===== src/rtl/mw_pkg.sv =====
package mw_pkg;
    localparam int CMD_LEN  = 11;
    localparam int DATA_LEN = 16;
    localparam int ADDR_IN  = 8;
    localparam int CNT_W    = $clog2(DATA_LEN);
    // start bit followed by the two read opcode bits
    localparam logic [2:0] RD_OP = 3'b110;

    typedef enum logic [3:0] {
        ST_IDLE, ST_PREP, ST_SEL, ST_CLKUP,
        ST_CMD_LO, ST_CMD_HI, ST_CMD_END,
        ST_DAT_HI, ST_DAT_SMP,
        ST_DES_SEL, ST_DES_PROT, ST_DES_CLK
    } mw_state_e;

    typedef struct packed {
        mw_state_e            st;
        logic                 sel;
        logic                 sclk;
        logic                 sdo;
        logic                 prot;
        logic                 busy;
        logic                 done;
        logic [CMD_LEN-1:0]   frame;
        logic [CNT_W-1:0]     bcnt;
        logic [DATA_LEN-1:0]  acc;
        logic [DATA_LEN-1:0]  word;
    } mw_regs_t;
endpackage


===== src/rtl/mw_tick_gen.sv =====
module mw_tick_gen #(
    parameter int DIV = 4
) (
    input  logic clk,
    input  logic rst_n,
    input  logic run_i,
    output logic tick_o
);
    localparam int CW = (DIV > 1) ? $clog2(DIV) : 1;
    localparam logic [CW-1:0] LAST = CW'(DIV - 1);

    logic [CW-1:0] cnt_d, cnt_q;

    always_comb begin
        tick_o = run_i && (cnt_q == LAST);
        if (!run_i || tick_o) cnt_d = '0;
        else                  cnt_d = cnt_q + CW'(1);
    end

    always_ff @(posedge clk) begin
        if (!rst_n) cnt_q <= '0;
        else        cnt_q <= cnt_d;
    end
endmodule


===== src/rtl/mw_cmd_frame.sv =====
module mw_cmd_frame
    import mw_pkg::*;
#(
    parameter int ADDR_W = 8
) (
    input  logic [ADDR_IN-1:0] addr_i,
    output logic [CMD_LEN-1:0] frame_o
);
    generate
        if (ADDR_W == 6) begin : g_a6
            localparam logic [ADDR_IN-1:0] MASK = 8'h3F;
            assign frame_o = {RD_OP, addr_i & MASK};
        end else begin : g_a8
            assign frame_o = {RD_OP, addr_i};
        end
    endgenerate
endmodule


===== src/rtl/mw_rd_master.sv =====
module mw_rd_master
    import mw_pkg::*;
#(
    parameter int HALF_DIV = 4,
    parameter int ADDR_W   = 8
) (
    input  logic                clk,
    input  logic                rst_n,
    input  logic                start_i,
    input  logic [ADDR_IN-1:0]  addr_i,
    output logic                busy_o,
    output logic                done_o,
    output logic [DATA_LEN-1:0] word_o,
    output logic                sel_o,
    output logic                sclk_o,
    output logic                sdo_o,
    input  logic                sdi_i,
    output logic                prot_o
);
    localparam logic [CNT_W-1:0] CMD_LAST  = CNT_W'(CMD_LEN - 1);
    localparam logic [CNT_W-1:0] DATA_LAST = CNT_W'(DATA_LEN - 1);
    localparam mw_regs_t RST = '{
        st: ST_IDLE, sel: 1'b0, sclk: 1'b1, sdo: 1'b0, prot: 1'b1,
        busy: 1'b0, done: 1'b0, frame: '0, bcnt: '0, acc: '0, word: '0};

    mw_regs_t d, q;
    logic tick_w;
    logic [CMD_LEN-1:0] frame_w;

    mw_tick_gen #(.DIV(HALF_DIV)) i_tick (
        .clk(clk), .rst_n(rst_n), .run_i(q.busy), .tick_o(tick_w));

    mw_cmd_frame #(.ADDR_W(ADDR_W)) i_frame (
        .addr_i(addr_i), .frame_o(frame_w));

    always_comb begin
        d = q;
        d.done = 1'b0;
        if (q.st == ST_IDLE) begin
            if (start_i) begin
                d.frame = frame_w;
                d.busy  = 1'b1;
                d.st    = ST_PREP;
            end
        end else if (tick_w) begin
            case (q.st)
                ST_PREP: begin
                    d.sdo = 1'b0; d.sclk = 1'b0; d.prot = 1'b0;
                    d.st = ST_SEL;
                end
                ST_SEL: begin
                    d.sel = 1'b1; d.st = ST_CLKUP;
                end
                ST_CLKUP: begin
                    d.sclk = 1'b1; d.bcnt = '0; d.st = ST_CMD_LO;
                end
                ST_CMD_LO: begin
                    d.sdo = q.frame[CMD_LEN-1]; d.sclk = 1'b0;
                    d.st = ST_CMD_HI;
                end
                ST_CMD_HI: begin
                    d.sclk  = 1'b1;
                    d.frame = {q.frame[CMD_LEN-2:0], 1'b0};
                    if (q.bcnt == CMD_LAST) begin
                        d.bcnt = '0; d.st = ST_CMD_END;
                    end else begin
                        d.bcnt = q.bcnt + CNT_W'(1); d.st = ST_CMD_LO;
                    end
                end
                ST_CMD_END: begin
                    d.sdo = 1'b0; d.sclk = 1'b0; d.st = ST_DAT_HI;
                end
                ST_DAT_HI: begin
                    d.sclk = 1'b1; d.st = ST_DAT_SMP;
                end
                ST_DAT_SMP: begin
                    d.acc  = {q.acc[DATA_LEN-2:0], sdi_i};
                    d.sclk = 1'b0;
                    if (q.bcnt == DATA_LAST) begin
                        d.st = ST_DES_SEL;
                    end else begin
                        d.bcnt = q.bcnt + CNT_W'(1); d.st = ST_DAT_HI;
                    end
                end
                ST_DES_SEL: begin
                    d.sel = 1'b0; d.st = ST_DES_PROT;
                end
                ST_DES_PROT: begin
                    d.prot = 1'b1; d.st = ST_DES_CLK;
                end
                ST_DES_CLK: begin
                    d.sclk = 1'b1; d.busy = 1'b0; d.done = 1'b1;
                    d.word = q.acc; d.st = ST_IDLE;
                end
                default: d = RST;
            endcase
        end
    end

    always_ff @(posedge clk) begin
        if (!rst_n) q <= RST;
        else        q <= d;
    end

    assign busy_o = q.busy;
    assign done_o = q.done;
    assign word_o = q.word;
    assign sel_o  = q.sel;
    assign sclk_o = q.sclk;
    assign sdo_o  = q.sdo;
    assign prot_o = q.prot;


    idle_park_chk: assert property (@(posedge clk) disable iff (!rst_n)
        !busy_o |-> (sclk_o && !sel_o && prot_o && !sdo_o));

    done_pulse_chk: assert property (@(posedge clk) disable iff (!rst_n)
        done_o |=> !done_o);

    busy_end_chk: assert property (@(posedge clk) disable iff (!rst_n)
        $fell(busy_o) |-> done_o);

    sel_rise_chk: assert property (@(posedge clk) disable iff (!rst_n)
        $rose(sel_o) |-> (!sclk_o && !prot_o && !sdo_o));

    sel_fall_chk: assert property (@(posedge clk) disable iff (!rst_n)
        $fell(sel_o) |-> (!sclk_o && !prot_o));

    sdo_quiet_chk: assert property (@(posedge clk) disable iff (!rst_n)
        (q.st inside {ST_DAT_HI, ST_DAT_SMP, ST_DES_SEL, ST_DES_PROT, ST_DES_CLK})
        |-> !sdo_o);

    pin_step_chk: assert property (@(posedge clk) disable iff (!rst_n)
        !$stable({sel_o, sclk_o, sdo_o, prot_o}) |-> $past(tick_w));

    prot_hold_chk: assert property (@(posedge clk) disable iff (!rst_n)
        sel_o |-> !prot_o);
endmodule


===== config.mk =====
export PLATFORM = sky130hd
export DESIGN_NAME = mw_rd_master
export DESIGN_NICKNAME = d
export VERILOG_FILES = /design/src/rtl/mw_pkg.sv /design/src/rtl/mw_tick_gen.sv /design/src/rtl/mw_cmd_frame.sv /design/src/rtl/mw_rd_master.sv
export SDC_FILE = /design/constraint.sdc
export NUM_CORES = 1
export LEC_CHECK = 0
export BUFFER_PORTS_ARGS = -buffer_cell sky130_fd_sc_hd__buf_2
export CAP_MARGIN = 20
export CORE_AREA = 2 2 103 105
export DETAILED_ROUTE_END_ITERATION = 6
export DIE_AREA = 0 0 105 107
export HOLD_SLACK_MARGIN = 0.03
export PLACE_DENSITY = 0.5
export SYNTH_ARGS = -nofsm -noshare
export SYNTH_HDL_FRONTEND = slang
export SYNTH_SLANG_ARGS = --single-unit
export TNS_END_PERCENT = 5

===== constraint.sdc =====
create_clock -name clk -period 2.5 [get_ports clk]
set_input_delay 0.375 -clock clk [delete_from_list [all_inputs] [get_ports clk]]
set_output_delay 0.375 -clock clk [all_outputs]
set_load 0.01 [all_outputs]

==> flow_summary.ini, run 1 <==
[synthesis]
yosys_warnings = 0
synth-seq-area-share_pct = 40.8
number_of_synthesized_flops_with_an_enable_pin = 0
synthesis.nets = 325
postSynth.asyncResetShare_pct = 0
synth_top_flop_cell = dfxtp_1
distinct_cell_type_count_of_the_synthesized_netlist = 58
syn_area_sq_mm = 0.00289
ys_ff_latch = 59
number_of_instances_in_the_synthesized_netlist = 310
syn_avg_cell_area_sq_um = 9.34

[cts]
post-cts-setup-buffers = 0
cts_made_buffers = 9
cts_tree = yes
cts_hold_buffers = 0
htree_levels = 3
clk_transition_reported_paths_ps = 70
max-clock-path-buffers = 2
clk_latency_ps = 340
root_buffer = clkbuf_8
clock-sinks = 59
cts-resized-gates = 0

[floorplanning]
die_x_extent_microns = 105
start_util_pct = 28.7
num_io_pins = 34
placeableCoreArea_sq_mm = 0.0101
die-area_sq_mm = 0.0112
floorplan.die.height_microns = 107
fp-row-count = 37

[route]
met3RoutedLength_microns = 317
post-route-drc-count = 0
wl_met1_mm = 2.89
ant_nets = 0
routed_wirelength_normalized_by_instance_count_microns = 13.6
wirelength_mm = 6.32
met2_wirelength_mm = 3.01
highest_layer = met4
first_iter_violations = 184
via_per_inst = 4.89
route.vias.total = 2281
drt_pass_1_iters = 4

[worst_setup_path]
timing.critical_path.cells = and4bb_2 > a22o_1 > o21ai_1 > o32ai_2
r2r.worst_path.cells = 4
cp_num_buf_inv = 0
timing.critical_path.slowest_cell_delay_ps = 690
timing.critical_path.slowest_stage_cell = dfxtp_1
critPathLaunchType = register
critical-path-top-delay-family = flip-flops
worst-path-max-fanout = 17
worst_ep_required_time_ps = 2760
setup.reg_to_reg.worst_slack_ps = 540
critical_path_arrival_ps = 2220
path_class = register to register
critical_path.reg2reg.endpoint = q[35]$_SDFFE_PN0P_
nature_of_the_critical_path_endpoint = register
rr_startpoint = q[55]$_SDFFE_PN0P_

[placed_design]
post-dp-hpwl_mm = 4.32
preCtsSetupSlack_ps = 557
place.gp.congestion = 0.788
port_buffers = 33

[sta]
fin_tns_setup_ps = 0
setup_viol_count_final = 0
max-slew-margin-rel_pct = 56.7
hold-worst-slack_ps = 282
final_period_utilization_pct = 78.5
drv_slew = 0
fin_crit_ps = 1960
max_freq_mhz = 509
final.setup.worst_slack_ps = 537
max_slew.worst_pin.slew_ps = 648
final-hold-violation-count = 0
skew_ps = 7.04
setup_repair_after_global_routing_missed_its_margin = no

[pwr]
irDropWorstVdd_mv = 0.315
totalPowerFinal_w = 0.00195
total_leakage_power_nw = 1.21
power_density_mw_per_mm2 = 606

[global_route]
grt_first_pass_wirelength_mm = 10.9
first_global_vias = 2172
grt_max_degree = 24
grt.overflow.total = 0
grt_antenna_before_repair = 0
grt_use_total_pct = 12.2

[run]
timing.max_cap.violations = 0

[worst_hold_path]
whs_path_depth = 3
min_to = q[16]$_SDFFE_PN0P_
min_from = sdi_i
hold_class = primary input to register

[layout]
antenna_cells_inserted = 0
drive_above_1_share_pct = 25.5
area_growth_from_synthesis_to_final_layout_pct = 11.3
num-nets-final = 340
post-route-util_pct = 31.9
fill_cells = 1112

[outcome]
run_status = completed
-- cell usage after synthesis (all sizes together), types with 4 or more instances --
master,number,share of area (%)
a21oi,12,2.2
nor2b,6,1.3
a22oi,18,4.7
clkbuf,7,1.1
nand3,7,1.2
a32o,8,2.8
a2bb2oi,17,7.3
inv,8,1.0
o21ai,12,2.6
a31oi,5,1.1
nand2,43,5.6
buf,33,8.2
dfxtp,59,41
mux2i,9,3.1
nor2,23,3.3
o211ai,4,1.0
-- cell usage in the layout, fill, tap and decap left out, types with 4 or more instances in the layout --
cell type  count
nand3_1        7
inv_1          6
nand2_1       43
a2bb2oi_2     10
buf_4         11
a22oi_1       18
a32o_1         8
nor2b_1        6
o211ai_1       4
a21oi_1       11
o21ai_0        4
dfxtp_1       59
buf_2         33
o21ai_1        6
mux2i_1        9
nor2_1        21
a31oi_1        5
clkbuf_8       9
a2bb2oi_1      7
-- area by class of cell --
cell class / count / area (sq um) / share of cell area (%)
multi-input cells: 202 / 1410 / 43.8
flip-flops and latches: 59 / 1180 / 36.7
repair buffers: 44 / 248 / 7.69
well taps: 136 / 170 / 5.28
clock buffers: 9 / 124 / 3.85
clock inverters: 7 / 53.8 / 1.67
inverters: 9 / 33.8 / 1.05
-- how the worst max path moves through the flow --
| stage | cells after the start | from | to | slack, ps |
|---|---|---|---|---|
| 6_report | 4 | q[55]$_SDFFE_PN0P_ | q[35]$_SDFFE_PN0P_ | 540 |
| 5_1_grt | 4 | q[56]$_SDFFE_PN0P_ | q[22]$_SDFFE_PN0P_ | 430 |
| 4_1_cts | 4 | q[55]$_SDFFE_PN0P_ | q[35]$_SDFFE_PN0P_ | 550 |
| 3_5_place_dp | 4 | q[55]$_SDFFE_PN0P_ | q[35]$_SDFFE_PN0P_ | 560 |
| 3_3_place_gp | 4 | q[55]$_SDFFE_PN0P_ | q[35]$_SDFFE_PN0P_ | 550 |
| 2_1_floorplan | 7 | i_tick.cnt_q[0]$_SDFF_PP0_ | q[35]$_SDFFE_PN0P_ | 940 |
-- tightest hold or removal path, delay by kind of cell --
kind,cells,cell delay [ps]
compound gates,1,60
buf+inv,1,80
simple gates,1,80
-- state kept, by name, summed over array words and instances (netlist names) --
signal	cells
prot_o	1
word_o	16
done_o	1
q	35
busy_o	1
i_tick.cnt_q	2
sclk_o	1
sdo_o	1
sel_o	1
-- metrics by stage --
stage	instance area, sq um	std cells
4_1_cts	3220	466
6_report	3220	466
5_1_grt	3220	466
3_3_place_gp	3040	450
3_5_place_dp	3040	450
2_1_floorplan	2890	310
-- per-layer routing --
| metal | track usage (%) | vias to the layer above |
|---|---|---|
| met3 | 3.71 | 10 |
| met4 | 5.14 | 0 |
| met1 | 14.8 | 1074 |
| li1 | - | 1137 |
| met5 | 0 | - |
| met2 | 19.9 | 60 |
-- report_power, final --
group,internal (W),switching [W],total (W)
registers,0.000959,0.0000263,0.000986
clock network,0.000363,0.000411,0.000774
logic,0.0000809,0.000112,0.000193
-- kinds of logic (layout without fill, tap and decap cells) --
logic type,Yosys count,count (layout),share of synthesized area [%]
compound gates,93,93,27.5
mux,9,9,3.11
fa+ha+maj,3,3,1.30
simple gates,97,97,16.8
buf+inv,49,69,10.5
flops,59,59,40.8
No activity file was read; power rests on OpenSTA's default activity.
==> run 2, diff against run 1 <==
Clock period 2.5 ns to 1.9 ns, I/O delays scaled along.
==> run 2 against run 1 <==
Against the previous run:
- clock power up 51%
- cell area is 3.6% higher
- critical path depth grew 1
- combinational power up 36%
- core utilization rose by 1.1 points
- clock skew grew 2.8 ps
- flip-flop and latch count did not move
- routed wire length rose by 1.3%
- hold slack got worse by 89 ps
- die area unchanged
- largest cell class unchanged
==> flow_summary.ini, run 2 (same netlist as run 1, synthesis figures left out) <==
[sta]
fin_tns_setup_ps = 0
fin_crit_ps = 1720
drv_slew = 0
max_freq_mhz = 580
max-slew-margin-rel_pct = 64.2
final_period_utilization_pct = 90.7
setup_viol_count_final = 0
final-hold-violation-count = 0
skew_ps = 9.80
max_slew.worst_pin.slew_ps = 537
setup_repair_after_global_routing_missed_its_margin = no

[worst_hold_path]
hold_class = primary input to register
whs_path_depth = 3

[floorplanning]
fp-row-count = 37
die-area_sq_mm = 0.0112
start_util_pct = 28.7
num_io_pins = 34
floorplan.die.height_microns = 107
die_x_extent_microns = 105
placeableCoreArea_sq_mm = 0.0101

[pwr]
irDropWorstVdd_mv = 0.387
total_leakage_power_nw = 1.28
totalPowerFinal_w = 0.00273
power_density_mw_per_mm2 = 818

[layout]
most-common-layout-cells = dfxtp_1, nand2_1, buf_2
regArea_sq_mm = 0.00118
mostFrequentLayoutCell = dfxtp_1
antenna_cells_inserted = 0
multi_input_gate_area_in_the_final_layout_sq_mm = 0.00141
fill_cells = 1087
area_growth_from_synthesis_to_final_layout_pct = 15.3
largest_register_ffs = 35
num-nets-final = 348
drive_above_1_share_pct = 27.8
registers.top_by_ff_count = q

[cts]
cts_hold_buffers = 0
cts_made_buffers = 9
post-cts-setup-buffers = 0
cts-resized-gates = 0
max-clock-path-buffers = 2
cts_tree = yes
clk_latency_ps = 350
clk_transition_reported_paths_ps = 80
root_buffer = clkbuf_8
htree_levels = 3
clock-sinks = 59

[worst_setup_path]
critPathLaunchType = register
timing.critical_path.slowest_cell_delay_ps = 610
cp_num_buf_inv = 1
nature_of_the_critical_path_endpoint = register
worst-path-max-fanout = 12
timing.critical_path.slowest_stage_cell = dfxtp_1
r2r.worst_path.cells = 5
timing.critical_path.cells = buf_4 > nor2b_1 > o211ai_1 > a22oi_1 > o32ai_2
critical-path-top-delay-family = flip-flops
worst_ep_required_time_ps = 2130
path_depth = 5
critical_path_arrival_ps = 1950
path_class = register to register

[route]
wirelength_mm = 6.40
routed_wirelength_normalized_by_instance_count_microns = 13.5
drt_pass_1_iters = 4
first_iter_violations = 94
route.vias.total = 2296
via_per_inst = 4.84
ant_nets = 0
post-route-drc-count = 0

[placed_design]
place.gp.congestion = 0.786
port_buffers = 33
post-dp-hpwl_mm = 4.48

[global_route]
grt_first_pass_wirelength_mm = 11.1
grt.overflow.total = 0
grt_max_degree = 23
grt_use_total_pct = 12.5
first_global_vias = 2294
grt_antenna_before_repair = 0

[outcome]
run_status = completed

[run]
timing.max_cap.violations = 0
run 2: cell count changes in the layout (fill, tap and decap cells not counted), sizes merged:
cell	previous run	this run
clkinvlp	3	1
bufinv	0	1
clkinv	4	5
buf	44	52
run 2: cell type report:
| type | instances | area share (%) |
|---|---|---|
| clock inverters | 7 | 2.33 |
| flip-flops and latches | 59 | 35.4 |
| repair buffers | 52 | 10.1 |
| well taps | 136 | 5.10 |
| inverters | 9 | 1.01 |
| multi-input cells | 202 | 42.3 |
| clock buffers | 9 | 3.71 |
run 2: worst register-to-register path: stages (launching register included):
cell and delay, ps:
dfxtp_1 610, buf_4 240, nor2b_1 170, o211ai_1 200, a22oi_1 280, o32ai_2 110
run 2: metrics by stage:
step	hold slack [ps]	cell area [sq um]	setup WS, ps	util (%)	instances
floorplan	408	2890	343	-	310
finish	193	3340	177	33.1	474
global placement	418	3130	151	31.0	458
CTS	178	3330	115	33.0	474
detailed placement	434	3130	125	31.0	458
global route	181	3340	18.9	33.1	474
run 2: path summary, 6_finish.rpt:
path	startpoint	slack, ps	endpoint
max	q[55]$_SDFFE_PN0P_	180	q[35]$_SDFFE_PN0P_
min	addr_i[0]	190	q[36]$_SDFFE_PN0P_
max reg2reg	q[55]$_SDFFE_PN0P_	180	q[35]$_SDFFE_PN0P_
min reg2reg	i_tick.cnt_q[0]$_SDFF_PP0_	440	i_tick.cnt_q[0]$_SDFF_PP0_
run 2: where the power goes:
group	internal, W	switching [W]	total [W]	leakage, nW
combinational	0.000116	0.000146	0.000262	0.704
sequential	0.00126	0.0000339	0.00130	0.477
clock	0.000613	0.000557	0.00117	0.0998
total	0.00199	0.000737	0.00273	1.28
run 2: metal layers:
layer  track usage, %  up-vias  share of wire (%)
li1                 -     1149                  -
met1             14.8     1090                 45
met2             20.9       46                 48
met3             4.01       11                5.3
met4             5.24        0                1.8
met5                0        -                  0
==> run 3, diff against run 2 <==
Settings changed: CTS_CLUSTER_SIZE set to 28, PLACE_DENSITY 0.5 to 0.52, REMOVE_ABC_BUFFERS set to 1.
==> run 3 against run 2 <==
Against the previous run:
- cell count up 0.21%
- sequential share of layout area up 0.11 points
- clock power about the same
- setup slack worse by 73 ps
- clock skew down 4.7 ps
- routed wire length down 2.2%
- count of clock-buffer cells in the layout up 1
- fmax down 4.1%
- critical path type unchanged
- critical endpoint unchanged
- largest cell class unchanged
==> flow_summary.ini, run 3 (same netlist as run 1, synthesis figures left out) <==
[route]
via_per_inst = 4.78
post-route-drc-count = 0
routed_wirelength_normalized_by_instance_count_microns = 13.2
route.vias.total = 2269
wirelength_mm = 6.26
drt_pass_1_iters = 4
ant_nets = 0
first_iter_violations = 172

[worst_setup_path]
critical-path-top-delay-family = compound AO/OA/AOI/OAI gates
timing.critical_path.slowest_cell_delay_ps = 410
critical-path-top-cell-by-count = buf_4
critical_path_arrival_ps = 2050
cp_num_buf_inv = 2
timing.critical_path.cells = buf_4 > buf_4 > nor3b_1 > o211a_1 > o21ai_1 > o32ai_2
worst_ep_required_time_ps = 2150
worst-path-max-fanout = 10
timing.critical_path.slowest_stage_cell = dfxtp_1
nature_of_the_critical_path_endpoint = register
critPathLaunchType = register
path_class = register to register

[outcome]
run_status = completed

[global_route]
grt_max_degree = 18
grt_first_pass_wirelength_mm = 10.4
grt.overflow.total = 0
grt_use_total_pct = 11.6
first_global_vias = 2096
grt_antenna_before_repair = 0

[sta]
fin_crit_ps = 1800
setup_viol_count_final = 0
max-slew-margin-rel_pct = 61.9
max_slew.worst_pin.slew_ps = 571
max_freq_mhz = 557
final_period_utilization_pct = 94.6
final-hold-violation-count = 0
setup_repair_after_global_routing_missed_its_margin = no
drv_slew = 0
skew_ps = 5.09

[layout]
mostFrequentLayoutCell = dfxtp_1
area_growth_from_synthesis_to_final_layout_pct = 14.9
most-common-layout-cells = dfxtp_1, nand2_1, buf_2
largest_register_ffs = 35
final_instance_area_sq_mm = 0.00333
registers.top_by_ff_count = q
post-route-util_pct = 33.0
drive_above_1_share_pct = 27.7
finish.cell_count_without_fillers = 475
num-nets-final = 349
antenna_cells_inserted = 0

[run]
timing.max_cap.violations = 0

[cts]
cts_made_buffers = 9
clk_transition_reported_paths_ps = 70
root_buffer = clkbuf_8
clock-sinks = 59
cts_tree = yes
htree_levels = 3
cts_hold_buffers = 0
max-clock-path-buffers = 2
clk_latency_ps = 340

[floorplanning]
floorplan.die.height_microns = 107
placeableCoreArea_sq_mm = 0.0101
die_x_extent_microns = 105
start_util_pct = 28.7
fp-row-count = 37
num_io_pins = 34
die-area_sq_mm = 0.0112

[placed_design]
place.gp.congestion = 0.783
post-place-cells = 459
port_buffers = 33
placed_cell_area_sq_mm = 0.00312
post-dp-hpwl_mm = 4.35

[worst_hold_path]
hold_class = primary input to register

[pwr]
power_density_mw_per_mm2 = 816
total_leakage_power_nw = 1.28
irDropWorstVdd_mv = 0.271
-- run 3: changes by cell type in the layout (fill, tap and decap cells not counted) --
| cell | before | now |
|---|---|---|
| clkinv_4 | 3 | 0 |
| and2_1 | 0 | 1 |
| buf_12 | 2 | 1 |
| clkinv_2 | 1 | 2 |
| and2_2 | 2 | 1 |
| clkbuf_8 | 9 | 10 |
| buf_6 | 1 | 0 |
| buf_4 | 16 | 19 |
| clkinvlp_4 | 1 | 2 |
-- run 3: report_power, final --
part	leakage (nW)	switching, W	internal, W
logic	0.705	0.000149	0.000115
clock network	0.0987	0.000517	0.000640
registers	0.477	0.0000307	0.00126
total	1.28	0.000697	0.00202
-- run 3: per-stage QoR --
| stage | setup TNS (ps) | hold WS (ps) | setup WS [ps] | total power, W |
|---|---|---|---|---|
| floorplan | -6200 | 347 | -363 | 0.00148 |
| global placement | 0 | 417 | 140 | 0.00158 |
| detailed placement | 0 | 423 | 114 | 0.00159 |
| CTS | 0 | 186 | 93.6 | 0.00275 |
| global route | 0 | 210 | 10.1 | 0.00284 |
| finish | 0 | 192 | 103 | 0.00272 |
-- run 3: path summary, 6_finish.rpt --
kind / start / to / slack (ps) / depth (start not counted)
setup / recovery: q[56]$_SDFFE_PN0P_ / q[35]$_SDFFE_PN0P_ / 100 / 6
hold / removal: sdi_i / q[16]$_SDFFE_PN0P_ / 190 / 3
setup reg to reg: q[56]$_SDFFE_PN0P_ / q[35]$_SDFFE_PN0P_ / 100 / 6
hold reg to reg: i_tick.cnt_q[0]$_SDFF_PP0_ / i_tick.cnt_q[0]$_SDFF_PP0_ / 430 / 1
-- run 3: what timing repair did --
action                     4_1_cts  5_1_grt
setup buffers                    0        0
setup endpoints to repair        0        2
resized for setup                0        1
-- run 3: per-layer routing --
layer / up-vias / global-route usage [%] / routed length (microns)
met5: - / 0 / 0
met4: 0 / 4.19 / 93
met3: 7 / 4.19 / 257
met1: 1060 / 15.1 / 3090
li1: 1161 / - / -
met2: 41 / 17.7 / 2820
-- run 3: final cells by class --
class                   count  area, sq um
clock buffers              10          138
flip-flops and latches     59         1180
fillers                  1082         6770
clock inverters             6         63.8
multi-input cells         202         1410
inverters                   9         33.8
repair buffers             53          328
well taps                 136          170
-- run 3: worst reg2reg max path: cells and delay by family, from the launching register on --
| kind | cells | cell delay (ps) |
|---|---|---|
| flops | 1 | 410 |
| buf+inv | 2 | 370 |
| compound gates | 3 | 610 |
| simple gates | 1 | 320 |
